===== config.mk =====
export PLATFORM = sky130hd
export DESIGN_NAME = gpio_blink_port
export DESIGN_NICKNAME = d
export VERILOG_FILES = /design/src/rtl/gpio_blink_pkg.sv /design/src/rtl/gpio_in_sync.sv /design/src/rtl/gpio_flash_timer.sv /design/src/rtl/gpio_blink_port.sv
export SDC_FILE = /design/constraint.sdc
export NUM_CORES = 1
export LEC_CHECK = 0
export ABC_AREA = 1
export BUFFER_PORTS_ARGS = -buffer_cell sky130_fd_sc_hd__buf_2
export CAP_MARGIN = 10
export CORE_MARGIN = 1
export CORE_UTILIZATION = 38
export DETAILED_ROUTE_END_ITERATION = 10
export GPL_ROUTABILITY_DRIVEN = 0
export PLACE_DENSITY = 0.7
export SYNTH_ARGS = -nofsm -noshare
export SYNTH_HDL_FRONTEND = slang
export SYNTH_SLANG_ARGS = --single-unit

===== constraint.sdc =====
create_clock -name clk -period 2.45 [get_ports clk]
set_input_delay 0.1225 -clock clk [delete_from_list [all_inputs] [get_ports clk]]
set_output_delay 0.1225 -clock clk [all_outputs]
set_load 0.01 [all_outputs]

===== src/rtl/gpio_blink_pkg.sv =====
package gpio_blink_pkg;
    localparam int unsigned LINES     = 32;
    localparam int unsigned ADDR_W    = 5;
    localparam int unsigned SYNC_DEPTH = 2;

    localparam logic [ADDR_W-1:0] OFS_LEVEL = 5'h00;
    localparam logic [ADDR_W-1:0] OFS_DIR   = 5'h04;
    localparam logic [ADDR_W-1:0] OFS_FLASH = 5'h08;
    localparam logic [ADDR_W-1:0] OFS_POL   = 5'h0C;
    localparam logic [ADDR_W-1:0] OFS_DIN   = 5'h10;

    typedef logic [LINES-1:0] line_vec_t;

    typedef struct packed {
        line_vec_t level;
        line_vec_t dir;
        line_vec_t flash;
        line_vec_t pol;
    } port_regs_t;

    localparam port_regs_t REGS_RESET = '{level: '0, dir: '1, flash: '0, pol: '0};
endpackage


===== src/rtl/gpio_in_sync.sv =====
module gpio_in_sync #(
    parameter int unsigned WIDTH  = 32,
    parameter int unsigned STAGES = 2
) (
    input  logic             clk,
    input  logic             rst_n,
    input  logic [WIDTH-1:0] raw_in,
    output logic [WIDTH-1:0] sync_out
);
    logic [STAGES-1:0][WIDTH-1:0] stage_d, stage_q;

    always_comb begin
        stage_d[0] = raw_in;
        for (int s = 1; s < STAGES; s++) begin
            stage_d[s] = stage_q[s-1];
        end
    end

    always_ff @(posedge clk) begin
        if (!rst_n) stage_q <= '0;
        else        stage_q <= stage_d;
    end

    assign sync_out = stage_q[STAGES-1];
endmodule


===== src/rtl/gpio_flash_timer.sv =====
module gpio_flash_timer #(
    parameter int unsigned PERIOD = 1000
) (
    input  logic clk,
    input  logic rst_n,
    output logic phase
);
    localparam int unsigned CW = (PERIOD > 1) ? $clog2(PERIOD) : 1;
    localparam logic [CW-1:0] LAST = CW'(PERIOD - 1);

    typedef struct packed {
        logic [CW-1:0] cnt;
        logic          phase;
    } timer_t;

    timer_t t_d, t_q;

    always_comb begin
        t_d = t_q;
        if (t_q.cnt == LAST) begin
            t_d.cnt   = '0;
            t_d.phase = ~t_q.phase;
        end else begin
            t_d.cnt = t_q.cnt + 1'b1;
        end
    end

    always_ff @(posedge clk) begin
        if (!rst_n) t_q <= '0;
        else        t_q <= t_d;
    end

    assign phase = t_q.phase;
endmodule


===== src/rtl/gpio_blink_port.sv =====
module gpio_blink_port
    import gpio_blink_pkg::*;
#(
    parameter int unsigned BLINK_CYCLES = 1000
) (
    input  logic              clk,
    input  logic              rst_n,
    input  logic              bus_we,
    input  logic [ADDR_W-1:0] bus_addr,
    input  logic [LINES-1:0]  bus_wdata,
    output logic [LINES-1:0]  bus_rdata,
    input  logic [LINES-1:0]  pad_in,
    output logic [LINES-1:0]  pad_oe,
    output logic [LINES-1:0]  pad_out
);
    port_regs_t regs_d, regs_q;
    line_vec_t  pad_sync;
    line_vec_t  din_view;
    line_vec_t  flash_en;
    logic       flash_phase;

    always_comb begin
        regs_d = regs_q;
        if (bus_we) begin
            case (bus_addr)
                OFS_LEVEL: regs_d.level = bus_wdata;
                OFS_DIR:   regs_d.dir   = bus_wdata;
                OFS_FLASH: regs_d.flash = bus_wdata;
                OFS_POL:   regs_d.pol   = bus_wdata;
                default:   ;
            endcase
        end
    end

    always_ff @(posedge clk) begin
        if (!rst_n) regs_q <= REGS_RESET;
        else        regs_q <= regs_d;
    end

    gpio_in_sync #(.WIDTH(LINES), .STAGES(SYNC_DEPTH)) u_sync (
        .clk      (clk),
        .rst_n    (rst_n),
        .raw_in   (pad_in),
        .sync_out (pad_sync)
    );

    gpio_flash_timer #(.PERIOD(BLINK_CYCLES)) u_timer (
        .clk   (clk),
        .rst_n (rst_n),
        .phase (flash_phase)
    );

    assign din_view = pad_sync ^ regs_q.pol;
    assign flash_en = regs_q.flash;

    for (genvar n = 0; n < LINES; n++) begin : g_line
        assign pad_out[n] = regs_q.flash[n] ? flash_phase : regs_q.level[n];
        assign pad_oe[n]  = ~regs_q.dir[n];
    end

    always_comb begin
        case (bus_addr)
            OFS_LEVEL: bus_rdata = regs_q.level;
            OFS_DIR:   bus_rdata = regs_q.dir;
            OFS_FLASH: bus_rdata = regs_q.flash;
            OFS_POL:   bus_rdata = regs_q.pol;
            OFS_DIN:   bus_rdata = din_view;
            default:   bus_rdata = '0;
        endcase
    end
endmodule


==> results.md <==
- The flow ran to the end, and the final reports show no timing, DRC or antenna violations.
- Ranked by instance count, the synthesized netlist is headed by 415 x nand2_1, 305 x nor2_1, 232 x inv_1, 203 x dfxtp_1, 82 x nand4_1.
- After synthesis, the share of flip-flops with an asynchronous set or reset is 0.
- The post-synthesis compound-gate area fraction is 0.0190.
- Counting instances, the worst hold path has a depth of 5.
- The die area is 25,500 µm².
- Among all cell types in the netlist, the one instantiated most often is nand2_1.
- The distinct cell type count of the synthesized netlist is 22.
- Of the total power, the share spent switching nets is 0.227.
- TritonCTS created 23 clock buffers.
- The global routing usage summed across all routing layers is 0.216.
- The via count of the first global-routing pass was 8,807.
- The count of clock tree sinks is 203.
- No sink is reached through more buffers than the 3 on the longest clock path.
- For the pin with the worst max-slew slack, the measured transition is 800 ps.
- The capturing element type of the critical path is an output port.
- The relative contribution of the clock network to total power is 0.485.
- The number of max-cap violations is 0.
- The sequential-to-total area share from yosys stat is 0.429.
- Synthesis produced 1,474 cells.
- The number of port buffers is between 150 and 200.
- The floorplan step defined a core boundary enclosing 24,400 µm².
- The most used flip-flop cell after synthesis is dfxtp_1.
- The initial utilization of the core area, before any placement, comes to 0.388.
- Derived from the worst setup path, the maximum achievable clock frequency is 480 MHz.
- After detailed placement, the design holds a cell count of 1,915.
- The standard-cell row count is 57.
- The number of design-rule violations left by the first detailed-router iteration is roughly 730.
- The area share of the largest cell type after synthesis is 0.429.
- The total wire length is 27.9 mm.
- The floorplan step set the die width to about 160 µm.
- The share of total power dissipated in sequential elements is 0.442.
- The final count of hold timing violations is 0.
- Sorting the synthesized cells by area gives the leading types as dfxtp_1 43%, nand2_1 16%, nor2_1 12%, inv_1 9.2%, nand4_1 5.4%.
- The net switching power is 1.76 mW.
- The portion of synthesized area spent on multiplexers is 0.
- For the worst setup path, the data arrival time is 1960 ps.
- Of the total synthesized cell area, the portion taken by full adders, half adders and majority gates is 0.00132.
- The startpoint-to-endpoint class of the critical path is reg2out.
- The post-synthesis share of cell area spent on xor and xnor gates is 0.0333.
- The synthesis-to-layout area growth is 28.9%.
- The endpoint identified for the worst register-to-register timing path is u_timer.t_q[5].
- For this design, the slowest cell found on the critical path is dfxtp_2.
- The number of nets in the layout is 1,758.
- dfxtp_1 takes more of the synthesized area than any other cell.
- The path with the worst hold slack has its endpoint at regs_q[100].
- STA classifies the critical path startpoint as a register.
- Global routing finished with a remaining overflow of 0.
- CTS built an H-tree with a depth of 1.
- The number of antenna violations at the first check in global routing was 3.
- Gates resized during post-CTS repair numbered 0.
- After legalization and detailed placement, the total HPWL measured 18.3 mm.
- The first-pass detailed-route iteration total is 5.
- The shortest clock period the worst path allows after layout is 2090 ps.
- The number of nets in the synthesized netlist is 1,547.
- The internal power of the cells totals around 6.0 mW.
- The class of the worst hold path is in2reg.
- The remaining design rule violation count is 0.
- After synthesis, the largest family of logic cells by area is simple AND/OR/NAND/NOR gates.
- Walking the worst path, the cells encountered are buf_4 > nand2_1 > o21ai_0 > buf_2.
- The startpoint identified for the worst register-to-register timing path is u_timer.t_q[1].
- Adding up every negative setup slack in the final design gives 0 ps.
- Entering global routing, the biggest net connects 71 pins.
- The flip-flop and latch count after synthesis is 203.
- Setup violations remaining at the end of the flow were counted as 0.
- The clock-pin transition on the worst setup and hold timing paths is around 60 ps.
- The number of cells in the finished layout apart from fillers is 2,028.
- In this run the worst path has a maximum fanout of 28.
- Across the VDD grid, the largest voltage drop is 0.501 mV.
- Dividing the detail-routed wire length by the instance count gives 13.7 µm.
- The number of cells on the worst reg-to-reg path is 6.
- Clock latency on the worst-skew pair, taken at its later pin, is 510 ps.
- The beginning of the worst hold path is bus_addr[0].
- The reported leakage power is roughly 6.8 nW.
- The count of vias placed by the detailed router is 9,541.
- The required time at the worst-slack endpoint is 2330 ps.
- The Yosys step of the flow raised 0 warnings.
- Setup repair after global routing left no endpoint under its margin.
- The largest incremental delay on the critical path is 830 ps.
- The cell sitting at the root of the clock tree is a clkbuf_16.
- The first global-routing pass estimated 44.8 mm of wire.
- The TritonCTS clock tree is yes.
- The detail route stage leaves a number of antenna-violating nets equal to 0.
- The share of total power dissipated in combinational logic is 0.073.
- The via count normalized by instance count is 4.70.
- The floorplan die height is 160 µm.
- Of the total synthesized cell area, the portion taken by AND, OR, NAND and NOR gates is 0.389.
- The average footprint of a synthesized cell is 6.42 µm².
- Across all register-to-register paths, the minimum setup slack is about 1100 ps.
- Yosys mapped a number of flops with a built-in enable equal to 0.
- The share of cells above drive strength 1 is 0.147.
- The number of slew-limit violations in the final report is 0.
- The worst pin sits at a relative slew slack of 0.466.
- The part of the cycle the worst path needs is 0.851.
- After synthesis the cells add up to ~9500 µm².
- The number of top-level design ports is 168.
- Between clock sinks in the finished design, the worst skew comes to 5.06 ps.
- For this design the ratio of total power to cell area is 636 nW/µm².
## repair_timing
action,4_1_cts,5_1_grt
hold buffers,69,0
hold endpoints to repair,160,0
setup buffers,0,0
## sequential cells by signal, indices dropped and copies added, names as in the netlist
register,cells
u_timer.phase,1
regs_q,96
flash_en,32
u_timer.t_q,10
u_sync.stage_d,32
u_sync.sync_out,32
## metal layers
layer	global-route usage	wire length, µm	part of all wire	up-vias
met5	0	0	0	-
met3	0.0374	2000	0.072	46
met1	0.288	12500	0.45	4321
met4	0.0636	707	0.025	0
li1	-	-	-	4855
met2	0.356	12600	0.45	319
## placed cells by master, fill, tap and decap left out, drive strengths merged, types with 4 or more instances in the layout
master	netlist	routed
clkbuf	57	34
bufinv	0	4
o21ai	34	34
dfxtp	203	203
nand2	415	415
xnor2	33	33
dlygate4sd3	0	69
buf	23	197
nand3	70	70
nand4	86	86
nor2	310	310
inv	236	236
## kinds of logic after synthesis
| logic type | after synthesis |
|---|---|
| flip-flops | 203 |
| XOR/XNOR | 36 |
| AO/OA/AOI/OAI | 36 |
| adder cells (fa/ha/maj) | 1 |
| buffers and inverters | 316 |
| AND/OR/NAND/NOR | 882 |
## area by class of cell
class | instances | area (µm²)
fillers | 2461 | 12200
multi-input cells | 955 | 4210
flip-flops and latches | 203 | 4070
repair buffers | 266 | 1800
inverters | 236 | 886
clock buffers | 34 | 697
well taps | 324 | 405
clock inverters | 7 | 139
diodes | 3 | 7.51
## critical path: cells and delay by family, from the launching register on
family / cells / cell delay [ps]
and+or+nand+nor: 1 / 60
DFF: 1 / 830
AOI/OAI and AO/OA: 1 / 110
buffers and inverters: 2 / 460
## power by group through the flow
| stage | sequential (mW) | combinational, mW | clock, mW |
|---|---|---|---|
| after floorplan | 3.49 | 0.268 | 0 |
| after global placement | 3.50 | 0.475 | 0 |
| after detailed placement | 3.50 | 0.480 | 0 |
| after CTS | 3.43 | 0.565 | 3.82 |
| after global routing | 3.43 | 0.624 | 3.96 |
| final | 3.43 | 0.566 | 3.76 |
## metrics by stage
| step | setup WS (ps) | cell area, µm² | hold WS (ps) | power [mW] | util |
|---|---|---|---|---|---|
| after floorplan | 1210 | 9470 | 220 | 3.75 | - |
| after global routing | 278 | 12200 | 278 | 8.02 | 0.500 |
| after global placement | 695 | 10700 | 304 | 3.97 | 0.437 |
| after detailed placement | 682 | 10700 | 309 | 3.98 | 0.437 |
| after CTS | 357 | 12200 | 240 | 7.81 | 0.500 |
| final | 365 | 12200 | 259 | 7.76 | 0.500 |
## worst max-delay path by stage
stage	from	to	depth (start not counted)
5_1_grt	u_timer.phase	pad_out[19]	4
2_1_floorplan	bus_addr[1]	bus_rdata[12]	7
3_5_place_dp	bus_addr[1]	bus_rdata[10]	9
4_1_cts	u_timer.phase	pad_out[15]	4
6_report	u_timer.phase	pad_out[15]	4
3_3_place_gp	bus_addr[1]	bus_rdata[14]	9
(Power assumes the default switching activity.)
